===== src/rtl/pic_pkg.sv =====
package pic_pkg;

    // sequencer states of the controller
    typedef enum logic [1:0] {
        ST_IDLE   = 2'd0,
        ST_RUN    = 2'd1,
        ST_OFFER  = 2'd2,
        ST_SETTLE = 2'd3
    } pic_state_e;

endpackage


===== src/rtl/pic_pending.sv =====
module pic_pending #(
    parameter int NUM_SRC = 8,
    localparam int IDX_W = $clog2(NUM_SRC)
) (
    input  logic               clk,
    input  logic               rst_n,
    input  logic [NUM_SRC-1:0] irq_in,
    input  logic               clr_en,
    input  logic [IDX_W-1:0]   clr_idx,
    output logic [NUM_SRC-1:0] pend
);

    logic [NUM_SRC-1:0] irq_q;
    logic [NUM_SRC-1:0] rise;
    logic [NUM_SRC-1:0] clr_mask;

    always_comb begin
        rise     = irq_in & ~irq_q;
        clr_mask = '0;
        if (clr_en) begin
            clr_mask[clr_idx] = 1'b1;
        end
    end

    always_ff @(posedge clk) begin
        if (!rst_n) begin
            irq_q <= '0;
            pend  <= '0;
        end else begin
            irq_q <= irq_in;
            // a fresh edge wins over a clear in the same cycle
            pend  <= (pend & ~clr_mask) | rise;
        end
    end

endmodule


===== src/rtl/pic_arbiter.sv =====
module pic_arbiter #(
    parameter int NUM_SRC = 8,
    parameter int PRIO_W  = 3,
    localparam int IDX_W = $clog2(NUM_SRC)
) (
    input  logic [NUM_SRC-1:0]        pend,
    input  logic [NUM_SRC-1:0]        src_en,
    input  logic [NUM_SRC*PRIO_W-1:0] src_prio,
    output logic                      best_valid,
    output logic [IDX_W-1:0]          best_idx,
    output logic [PRIO_W-1:0]         best_prio
);

    logic [PRIO_W-1:0] prio_arr [NUM_SRC];

    for (genvar g = 0; g < NUM_SRC; g++) begin : g_unpack
        assign prio_arr[g] = src_prio[g*PRIO_W +: PRIO_W];
    end

    // linear scan: strict compare keeps the lowest index on a tie
    always_comb begin
        best_valid = 1'b0;
        best_idx   = '0;
        best_prio  = '1;
        for (int i = 0; i < NUM_SRC; i++) begin
            if (pend[i] && src_en[i] && (!best_valid || prio_arr[i] < best_prio)) begin
                best_valid = 1'b1;
                best_idx   = IDX_W'(i);
                best_prio  = prio_arr[i];
            end
        end
    end

endmodule


===== src/rtl/pic_prio_stack.sv =====
module pic_prio_stack #(
    parameter int LEVELS = 8,
    parameter int IDX_W  = 3,
    parameter int PRIO_W = 3,
    localparam int ADDR_W = $clog2(LEVELS),
    localparam int SP_W   = $clog2(LEVELS + 1)
) (
    input  logic              clk,
    input  logic              rst_n,
    input  logic              push,
    input  logic [IDX_W-1:0]  push_idx,
    input  logic [PRIO_W-1:0] push_prio,
    input  logic              pop,
    output logic              empty,
    output logic              full,
    output logic [IDX_W-1:0]  top_idx,
    output logic [PRIO_W-1:0] top_prio
);

    logic [IDX_W-1:0]  idx_mem  [LEVELS];
    logic [PRIO_W-1:0] prio_mem [LEVELS];
    logic [SP_W-1:0]   sp;
    logic [ADDR_W-1:0] wr_ptr;
    logic [ADDR_W-1:0] rd_ptr;

    always_comb begin
        wr_ptr   = sp[ADDR_W-1:0];
        rd_ptr   = wr_ptr - ADDR_W'(1);
        empty    = (sp == '0);
        full     = (sp == SP_W'(LEVELS));
        top_idx  = empty ? '0 : idx_mem[rd_ptr];
        top_prio = empty ? '1 : prio_mem[rd_ptr];
    end

    always_ff @(posedge clk) begin
        if (!rst_n) begin
            sp <= '0;
            for (int i = 0; i < LEVELS; i++) begin
                idx_mem[i]  <= '0;
                prio_mem[i] <= '0;
            end
        end else if (push && !full) begin
            idx_mem[wr_ptr]  <= push_idx;
            prio_mem[wr_ptr] <= push_prio;
            sp               <= sp + SP_W'(1);
        end else if (pop && !empty) begin
            sp <= sp - SP_W'(1);
        end
    end

endmodule


===== src/rtl/pic_nested_ctrl.sv =====
module pic_nested_ctrl
    import pic_pkg::*;
#(
    parameter int NUM_SRC = 8,
    parameter int PRIO_W  = 3,
    localparam int IDX_W  = $clog2(NUM_SRC),
    localparam int LEVELS = 1 << PRIO_W
) (
    input  logic                      clk,
    input  logic                      rst_n,
    input  logic                      nest_en,
    input  logic [NUM_SRC-1:0]        irq_in,
    input  logic [NUM_SRC-1:0]        src_en,
    input  logic [NUM_SRC*PRIO_W-1:0] src_prio,
    input  logic                      cpu_ack,
    input  logic                      cpu_eos,
    output logic                      cpu_req,
    output logic [IDX_W-1:0]          cpu_vec,
    output logic                      run_valid,
    output logic [IDX_W-1:0]          run_vec,
    output logic [PRIO_W-1:0]         run_prio
);

    pic_state_e        state, state_n;
    logic [IDX_W-1:0]  offer_idx;
    logic [PRIO_W-1:0] offer_prio;

    logic [NUM_SRC-1:0] pend;
    logic               best_valid;
    logic [IDX_W-1:0]   best_idx;
    logic [PRIO_W-1:0]  best_prio;
    logic               stk_empty;
    logic               stk_full;
    logic [IDX_W-1:0]   top_idx;
    logic [PRIO_W-1:0]  top_prio;
    logic               offer_ok;
    logic               take;
    logic               drop;

    pic_pending #(.NUM_SRC(NUM_SRC)) u_pend (
        .clk     (clk),
        .rst_n   (rst_n),
        .irq_in  (irq_in),
        .clr_en  (take),
        .clr_idx (offer_idx),
        .pend    (pend)
    );

    pic_arbiter #(.NUM_SRC(NUM_SRC), .PRIO_W(PRIO_W)) u_arb (
        .pend       (pend),
        .src_en     (src_en),
        .src_prio   (src_prio),
        .best_valid (best_valid),
        .best_idx   (best_idx),
        .best_prio  (best_prio)
    );

    pic_prio_stack #(.LEVELS(LEVELS), .IDX_W(IDX_W), .PRIO_W(PRIO_W)) u_stk (
        .clk       (clk),
        .rst_n     (rst_n),
        .push      (take),
        .push_idx  (offer_idx),
        .push_prio (offer_prio),
        .pop       (drop),
        .empty     (stk_empty),
        .full      (stk_full),
        .top_idx   (top_idx),
        .top_prio  (top_prio)
    );

    // next-state logic
    always_comb begin
        offer_ok = best_valid && !stk_full &&
                   (stk_empty || (nest_en && (best_prio < top_prio)));
        state_n  = state;
        unique case (state)
            ST_IDLE: begin
                if (offer_ok) state_n = ST_OFFER;
            end
            ST_RUN: begin
                if (cpu_eos)       state_n = ST_SETTLE;
                else if (offer_ok) state_n = ST_OFFER;
            end
            ST_OFFER: begin
                if (cpu_ack)                      state_n = ST_RUN;
                else if (cpu_eos && !stk_empty)   state_n = ST_SETTLE;
                else if (!offer_ok)               state_n = stk_empty ? ST_IDLE : ST_RUN;
            end
            ST_SETTLE: begin
                if (cpu_eos && !stk_empty) state_n = ST_SETTLE;
                else if (offer_ok)         state_n = ST_OFFER;
                else                       state_n = stk_empty ? ST_IDLE : ST_RUN;
            end
            default: state_n = ST_IDLE;
        endcase
    end

    // state register and latched offer
    always_ff @(posedge clk) begin
        if (!rst_n) begin
            state      <= ST_IDLE;
            offer_idx  <= '0;
            offer_prio <= '0;
        end else begin
            state <= state_n;
            if (state_n == ST_OFFER) begin
                offer_idx  <= best_idx;
                offer_prio <= best_prio;
            end
        end
    end

    // outputs and strobes
    always_comb begin
        cpu_req   = (state == ST_OFFER);
        cpu_vec   = offer_idx;
        take      = cpu_req && cpu_ack;
        drop      = cpu_eos && !stk_empty && (state != ST_IDLE) && !take;
        run_valid = !stk_empty;
        run_vec   = top_idx;
        run_prio  = top_prio;
    end

endmodule


===== config.mk =====
export PLATFORM = sky130hd
export DESIGN_NAME = pic_nested_ctrl
export DESIGN_NICKNAME = d
export VERILOG_FILES = /design/src/rtl/pic_pkg.sv /design/src/rtl/pic_pending.sv /design/src/rtl/pic_arbiter.sv /design/src/rtl/pic_prio_stack.sv /design/src/rtl/pic_nested_ctrl.sv
export SDC_FILE = /design/constraint.sdc
export NUM_CORES = 1
export LEC_CHECK = 0
export CAP_MARGIN = 10
export CORE_MARGIN = 2
export CORE_UTILIZATION = 50
export CTS_CLUSTER_SIZE = 30
export DETAILED_ROUTE_END_ITERATION = 10
export DONT_BUFFER_PORTS = 1
export PLACE_DENSITY_LB_ADDON = 0.3
export SYNTH_ARGS = -nofsm -noshare
export SYNTH_HDL_FRONTEND = slang
export SYNTH_SLANG_ARGS = --single-unit

===== constraint.sdc =====
create_clock -name clk -period 15.7 [get_ports clk]
set_clock_uncertainty 0.15 [all_clocks]
set_input_delay 3.14 -clock clk [delete_from_list [all_inputs] [get_ports clk]]
set_output_delay 3.14 -clock clk [all_outputs]
set_load 0.01 [all_outputs]

* Word level (Yosys, flattened, before mapping)
Memories as Yosys holds them, arrays and structs flattened.
Index checks and enable logic that the tools add are counted.
** Storage, ports and cells
- Flip-flop bits (word level) :: 28
- Latch bits :: 0
- RAM bits :: 48
- Bits in read-only memories :: 0
- Bits of input ports :: 45
- Output and inout port bits :: 11
- Memories :: 2
** Memories
- u_stk.idx_mem :: depth 8, width 3, read ports 1, clocked after memory_dff 0, write ports 8, RTL line pic_prio_stack.sv:20 : logic [IDX_W-1:0] idx_mem [LEVELS];
- u_stk.prio_mem :: depth 8, width 3, read ports 1, clocked after memory_dff 0, write ports 8, RTL line pic_prio_stack.sv:21 : logic [PRIO_W-1:0] prio_mem [LEVELS];
** Cells by class
- Add/subtract/negate cells :: 3
- Multiply operators :: 0
- Divide/modulo/power cells :: 0
- Order comparisons :: 10
- Equality and inequality tests :: 5
- Shift operators :: 0
- Muxes and demuxes :: 49
- Bitwise gates (word level) :: 5
- Reductions and logical operators :: 49
** Operators by type and width (number)
- 2-to-1 mux 3 bit :: 18
- logical AND 1 bit :: 25
- < comparator 3 bit :: 8
- 2-to-1 mux 2 bit :: 9
- 2-to-1 mux 1 bit :: 17
- bitwise AND 8 bit :: 2
- inverter 8 bit :: 2
- zero test 1 bit :: 10
- logical OR 1 bit :: 8
- 2-to-1 mux 4 bit :: 2
- 2-to-1 mux 8 bit :: 1
- OR 8 bit :: 1
- one-hot mux 2 bit (4 select lines) :: 1
- == test 2 bit, second input constant :: 3
- OR reduction 3 bit :: 2
- adder 4 x 1 -> 4 bit, second input constant :: 1
- == test 4 bit, second input constant :: 1
- zero test 4 bit :: 1
- < comparator 3 x 4 -> 1 bit, second input constant :: 1
- nonzero test 2 bit :: 2
- subtractor 4 x 1 -> 4 bit, second input constant :: 1
- demux 1 bit (select 3 bit) :: 1
- greater-or-equal comparator 3 x 1 -> 1 bit, second input constant :: 1
- subtractor 3 x 1 -> 3 bit, second input constant :: 1
- other kinds (2) :: 2

* Depth between registers and ports, before layout
Gate-level depths: netlist (run 1).
- Word-level depth :: 39
- Gate-level depth with buffers :: 52
- Gate-level depth less buffers :: 51

* By module
A second synthesis (run 1) with hierarchy kept.
** Second synthesis, totals
- Cell total of the unflattened synthesis :: 437
- Area total of the unflattened synthesis :: 4653.2 sq um
** Modules (own cells, without submodules)
- pic_prio_stack :: times used 1, cells each 192, area each 2615.0 sq um, seq. area each 1521.5 sq um
- pic_arbiter :: times used 1, cells each 132, area each 939.7 sq um, seq. area each 0.0 sq um
- pic_pending :: times used 1, cells each 57, area each 610.6 sq um, seq. area each 320.3 sq um
- pic_nested_ctrl :: times used 1, cells each 56, area each 488.0 sq um, seq. area each 160.2 sq um

* Worst setup path after synthesis (run 1)
Ideal clock, no wire load.
- Kind :: in2reg
- Start :: input src_en[0]
- End :: register offer_idx[0], in the netlist cpu_vec[0]
- Arrival time :: 12.521 ns
- Data required time :: 15.428 ns
- Setup slack :: 2.907 ns
- Stages on the path :: 48
- Cell sequence :: nand2_1 -> o22ai_1 -> ha_1 -> a211oi_4 -> nand2_1 -> mux2_4 -> a21boi_2 -> nand2_1 -> o21ai_0 -> inv_1 -> ha_1 -> a21o_1 -> or2_2 -> a2111oi_0 -> a21o_1 -> or3_1 -> buf_2 -> nand2_1 -> [... 12 more ...] -> inv_1 -> ha_1 -> nand2_1 -> or3b_1 -> a32o_2 -> o31ai_2 -> mux2_2 -> inv_2 -> ha_1 -> nand3_1 -> or2_1 -> o21ai_1 -> mux2i_1 -> ha_1 -> a21oi_1 -> o22ai_1 -> or3_4 -> o311a_1
** On the way
- Word-level cells in the longest chain between the ends :: 39
- Elaborated cells on any way between the ends :: 66
- Classes of those cells :: order compare: 8; eq/ne: 1; mux: 31; reduce/logical: 26
** Ends and longest elaborated chain
- start, declared :: RTL line pic_nested_ctrl.sv:13 : input logic [NUM_SRC-1:0] src_en,
- logical AND 1 bit (*) :: RTL line pic_arbiter.sv:26 : if (pend[i] && src_en[i] && (!best_valid || prio_arr[i] < best_prio)) begin
- 2-to-1 mux 3 bit or 2-to-1 mux 1 bit (tied branches) :: RTL line pic_arbiter.sv:26
- < comparator 3 bit or zero test 1 bit (tied branches) :: RTL line pic_arbiter.sv:26
- logical OR 1 bit :: RTL line pic_arbiter.sv:26
- logical AND 1 bit :: RTL line pic_arbiter.sv:26
- 2-to-1 mux 3 bit or 2-to-1 mux 1 bit (tied branches) :: RTL line pic_arbiter.sv:26
- < comparator 3 bit or zero test 1 bit (tied branches) :: RTL line pic_arbiter.sv:26
- logical OR 1 bit :: RTL line pic_arbiter.sv:26
- [... 22 more ...]
- via best_prio[2] :: RTL line pic_nested_ctrl.sv:31 : logic [PRIO_W-1:0] best_prio;
- [... 1 more ...]
- logical AND 1 bit (*) :: RTL line pic_nested_ctrl.sv:74 : (stk_empty || (nest_en && (best_prio < top_prio)));
- logical OR 1 bit (*) :: RTL line pic_nested_ctrl.sv:74
- logical AND 1 bit (*) :: RTL line pic_nested_ctrl.sv:73 : offer_ok = best_valid && !stk_full &&
- 2-to-1 mux 2 bit :: RTL line pic_nested_ctrl.sv:87 : else if (!offer_ok) state_n = stk_empty ? ST_IDLE : ST_RUN;
- 2-to-1 mux 2 bit :: RTL line pic_nested_ctrl.sv:86 : else if (cpu_eos && !stk_empty) state_n = ST_SETTLE;
- 2-to-1 mux 2 bit :: RTL line pic_nested_ctrl.sv:85 : if (cpu_ack) state_n = ST_RUN;
- one-hot mux 2 bit (4 select lines) (*) :: RTL line pic_nested_ctrl.sv:76 : unique case (state)
- == test 2 bit (*) :: RTL line pic_nested_ctrl.sv:106 : if (state_n == ST_OFFER) begin
- end signal, assigned :: RTL line pic_nested_ctrl.sv:107 : offer_idx <= best_idx;
- end, declared :: RTL line pic_nested_ctrl.sv:25 : logic [IDX_W-1:0] offer_idx;
The timed path passes the listed nets; every way through them passes the cells marked *.
A chain may end at the register's enable or synchronous reset.

* Worst setup path in the final report (run 1)
Same ends and word-level chain as after synthesis.

==> impl_results.md, run 1 <==
* DR vias/cell at 6.088
* Final #Nets at 566
* Register Area at 2002 um^2
* Critical path class: in2reg
* TritonCTS clock tree: built
* Pleak at 2.003 nW
* Sinks on the clock net at 76
* Setup TNS at 0 ns
* Maxcap violations at 0
* Starting density of the core at 51.14%
* Syn nets at 572
* Die Y-Extent at 103.5 um
* Worst path slowest cell: a2111oi_0
* Hold Path Depth at 2
* Maximum vdd drop at 0.06908 mV
* WL/cell at 18.67 um
* Core area at 9684 um^2
* Via count at 3,933
* R2R Setup Slk at 4.41 ns
* Worst-path clk slew at 0.08 ns
* Power Dens Cells at 146.2 nW/um^2
* Share of post-route cells with drive strength above 1 at 10.53%
* Hold Crit Class: reg2reg
* CP Capture Type: flop
* Combinational power share at 41.9%
* Cells on worst reg2reg path at 47
* CP max stage delay at 0.46 ns
* Final Hold Viols at 0
* IO buf count at 0
* Hpwl dp at 9.391 mm
* Routed WL at 12.06 mm
* First-pass GRT wire length at 19.84 mm
* CP arrival at 13.79 ns
* GRT Total Usage at 23.29%
* Syn. warnings at 0
* Status: completed
* Max-slew violations at 0
* RSZ-0062 raised after global routing: no
* Yosys reg bits at 76
* DR iter-0 viols at 291
* Clk pwr share at 21.2%
* Synth Instances at 514
* CTS resizes at 0
* Clk_lat worst skew at 0.35 ns
* Area delta synth->final at 6.645%
* WP data required at 15.79 ns
* GR Overflow Total at 0
* Utilization after layout at 54.53%
* Crit path max fanout at 12
* Final GP Congestion at 0.8983
* Multi-input gate area at 2803 um^2
* Clk buf depth at 2
* Initial antenna violation count at 0
* Share of flip-flops with an asynchronous set or reset at 0%
* Largest net degree at the start of global routing at 30
* Cell internal pwr at 0.4610 mW
* Synth Cell Area at 4952 um^2
* Post-synth EDFFs at 48
* Net switching power at 0.3109 mW
* Fillers at 854
* Site Rows at 36
* Setup repair bufs after CTS at 0
* Top-Level Pins at 56
* ANT cells at 0
* Final Cycle Share at 87.25%
* Sequential power share at 36.9%
* DRC viols at 0
* Worst slew margin at 31.37%
* Hold Buf Count CTS at 0
* Switching share of total power at 40.28%
* Avg Inst Size Synth at 9.635 um^2
* Type of origin of the critical path: input port
* Top_reg_cell synth: edfxtp_1
* Root Driver: clkbuf_8
* Most frequent cells in the layout: 55 x nand2_1, 53 x and2_1, 48 x edfxtp_1
* Post-synth cell types at 78
* Chip Width at 103.5 um
* Register area share after synthesis at 40.42%
* Final ANT Viol Nets at 0
* Final min period at 13.70 ns
* Die ar. at 10,720 um^2
* Vias in the first global route at 3,910
* Max frequency at 73.00 MHz
* H-tree Lvls at 3
* Slew of the pin with the lowest slew margin at 1.028 ns
* Finish-stage setup viols at 0
* CTS Buf Count at 9
* Commonest non-fill, non-tap cell in the layout: nand2_1
* First-pass DRT Iterations at 6
## path summary, 6_finish.rpt
path | end | from
worst max-delay path | cpu_vec[0] | src_en[0]
worst min-delay path | u_pend.pend[1] | u_pend.irq_q[1]
worst max register to register | cpu_vec[0] | u_pend.pend[0]
worst min register to register | u_pend.pend[1] | u_pend.irq_q[1]
## layer usage
metal | part of all wire, % | routed length (um) | up-vias | track usage [%]
met5 | 0 | 0 | - | 0
met4 | 2.8 | 333 | 0 | 8.977
met3 | 6.3 | 762 | 24 | 4.594
met2 | 47 | 5627 | 136 | 36.85
met1 | 44 | 5338 | 1861 | 31.81
li1 | - | - | 1912 | -
## per-stage QoR
stage / instance area, um^2 / hold WS, ns / setup slack [ns] / instances / power, mW
floorplan: 4952 / 0.3039 / 2.907 / 514 / 0.5342
global placement: 5054 / 0.3195 / 2.149 / 630 / 0.6025
detailed placement: 5054 / 0.3211 / 1.740 / 630 / 0.6108
CTS: 5281 / 0.3331 / 2.080 / 646 / 0.7741
global route: 5281 / 0.3782 / 1.088 / 646 / 0.8254
finish: 5281 / 0.3336 / 2.001 / 646 / 0.7720
## sequential cells by signal, indices dropped and copies added, names as in the netlist
register and flops:
u_pend.pend 8, u_stk.prio_mem 24, u_pend.irq_q 8, u_stk.sp 4
cpu_vec 3, offer_prio 3, state 2, u_stk.idx_mem 24
## final cells by class
| type | instances | area share, % |
|---|---|---|
| well taps | 133 | 3.151 |
| flip-flops and latches | 76 | 37.91 |
| multi-input cells | 399 | 53.07 |
| clock buffers | 12 | 3.340 |
| clock inverters | 4 | 0.9713 |
| inverters | 22 | 1.564 |
## cell usage after synthesis (all sizes together), types with 8 or more instances
cell | n | share of area [%]
ha | 12 | 3.0
o211ai | 8 | 1.2
nand2b | 16 | 2.0
o31ai | 8 | 1.3
nor2 | 32 | 2.4
dfxtp | 28 | 11
mux2i | 9 | 1.8
a21o | 8 | 1.2
nor2b | 8 | 1.0
nand3 | 13 | 1.3
nor3 | 11 | 1.1
edfxtp | 48 | 29
nand2 | 55 | 4.2
o21ai | 28 | 2.8
inv | 20 | 1.5
clkbuf | 14 | 1.1
mux4 | 12 | 5.5
and2 | 53 | 6.7
a21oi | 25 | 2.5
## power groups by stage
stage	clock [mW]	sequential (mW)	combinational, mW
after CTS	0.166	0.285	0.323
final	0.164	0.285	0.323
after detailed placement	0	0.290	0.321
after global placement	0	0.288	0.314
after global routing	0.174	0.292	0.359
after floorplan	0	0.253	0.281
## cell families (layout without fill, tap and decap cells)
kind of cell | count (synthesis) | in the layout | share of synthesized area (%)
AOI/OAI and AO/OA | 144 | 144 | 21.38
DFF | 76 | 76 | 40.42
and+or+nand+nor | 210 | 210 | 22.13
buffers and inverters | 39 | 38 | 2.981
adders and majority gates | 16 | 16 | 4.068
muxes | 26 | 26 | 8.489
xor gates and xnor gates | 3 | 3 | 0.5307
## critical path: cells and delay by family
kind / cells / cell delay, ns
AOI/OAI and AO/OA: 18 / 4.56
buffers and inverters: 4 / 0.28
adders and majority gates: 7 / 1.78
and+or+nand+nor: 14 / 2.71
muxes: 4 / 1.30
Power figures use the tool's default switching activity.
==> run 2, diff against run 1 <==
==> constraint.sdc (replaced) <==
create_clock -name clk -period 14.9 [get_ports clk]
set_clock_uncertainty 0.15 [all_clocks]
set_input_delay 2.98 -clock clk [delete_from_list [all_inputs] [get_ports clk]]
set_output_delay 2.98 -clock clk [all_outputs]
set_load 0.01 [all_outputs]
==> impl_results.md, run 2 (synthesis results as in run 1) <==
* Status: completed
* GR Overflow Total at 0
* Power Dens Cells at 152.3 nW/um^2
* Maximum vdd drop at 0.08429 mV
* Core area at 9684 um^2
* Starting density of the core at 51.14%
* First-pass DRT Iterations at 4
* Pleak at 1.981 nW
* Die Y-Extent at 103.5 um
* RSZ-0062 raised after global routing: no
* DR vias/cell at 6.164
* Type of origin of the critical path: input port
* Final #Nets at 566
* Placed Area at 5054 um^2
* Maxcap violations at 0
* Utilization after layout at 54.25%
* Initial antenna violation count at 0
* Slew of the pin with the lowest slew margin at 1.048 ns
* Hold Path Depth at 2
* Site Rows at 36
* CP arrival at 13.84 ns
* Max-slew violations at 0
* Worst slew margin at 29.41%
* Cell Count, Final, Fillers Out at 646
* Top-Level Pins at 56
* Setup TNS at 0 ns
* CTS Buf Count at 9
* Cells on worst reg2reg path at 47
* Max frequency at 72.74 MHz
* Clk buf depth at 2
* Hold Crit Class: reg2reg
* Worst path slowest cell: a2111oi_0
* H-tree Lvls at 3
* Final Hold Viols at 0
* Die ar. at 10,720 um^2
* Critical path class: in2reg
* Final GP Congestion at 0.8981
* Final min period at 13.75 ns
* CTS resizes at 0
* Routed WL at 12.24 mm
* Clk_lat worst skew at 0.35 ns
* Final ANT Viol Nets at 0
* Area delta synth->final at 6.089%
* TritonCTS clock tree: built
* Largest net degree at the start of global routing at 30
* Setup repair bufs after CTS at 0
* WL/cell at 18.94 um
* Register Area at 2002 um^2
* First-pass GRT wire length at 20.00 mm
* Finish-stage setup viols at 0
* Power Total at 0.8002 mW
* Worst-path clk slew at 0.09 ns
* Top flop regs: u_stk.idx_mem (24), u_stk.prio_mem (24)
* CP Capture Type: flop
* Most frequent cells in the layout: 55 x nand2_1, 53 x and2_1, 48 x edfxtp_1
* Post-Place Cells at 630
* WP data required at 14.99 ns
* Root Driver: clkbuf_8
* Final Cycle Share at 92.26%
* Final setup margin at 1.153 ns
* Vias in the first global route at 3,940
* Hold Buf Count CTS at 0
* Sinks on the clock net at 76
* Commonest non-fill, non-tap cell in the layout: nand2_1
* Chip Width at 103.5 um
* Multi-input gate area at 2803 um^2
* Via count at 3,982
* Hpwl dp at 9.472 mm
* Final instance area at 5254 um^2
* ANT cells at 0
* Share of post-route cells with drive strength above 1 at 10.33%
* DR iter-0 viols at 302
* Crit path max fanout at 12
* IO buf count at 0
* Final hold slack at 0.3468 ns
* Pre-CTS WS at 1.082 ns
* Fillers at 850
* DRC viols at 0
* CP max stage delay at 0.54 ns
* GRT Total Usage at 23.37%
[run 2: area by class of cell]
class                      instances  area share [%]
multi-input combinational        399           53.35
sequential                        76           38.10
tap                              133           3.167
clock buffer                      10           2.429
inverter                          22           1.572
clock inverter                     6           1.381
[run 2: path summary, 6_finish.rpt]
| check | start | endpoint | slack, ns |
|---|---|---|---|
| worst min register to register | u_pend.pend[2] | u_pend.pend[2] | 0.35 |
| worst max-delay path | src_en[0] | cpu_vec[0] | 1.15 |
| worst max register to register | u_pend.pend[0] | cpu_vec[0] | 3.40 |
| worst min-delay path | u_pend.pend[2] | u_pend.pend[2] | 0.35 |
[run 2: critical path: cells and delay by family]
kind | cells | cell delay, ns
adder cells (fa/ha/maj) | 7 | 1.79
AND/OR/NAND/NOR | 14 | 2.74
multiplexers | 4 | 1.34
AO/OA/AOI/OAI | 18 | 4.71
buffers and inverters | 4 | 0.28
[run 2: per-layer routing]
layer	vias to the layer above	global-route usage, %	part of all wire (%)
li1	1919	-	-
met4	0	5.502	1.6
met3	18	5.286	5.6
met2	120	38.27	47
met1	1925	31.83	45
met5	-	0	0
[run 2: power by group]
part	internal [mW]	switching (mW)
clock network	0.0792	0.0787
logic	0.142	0.200
registers	0.246	0.0543
total	0.467	0.333
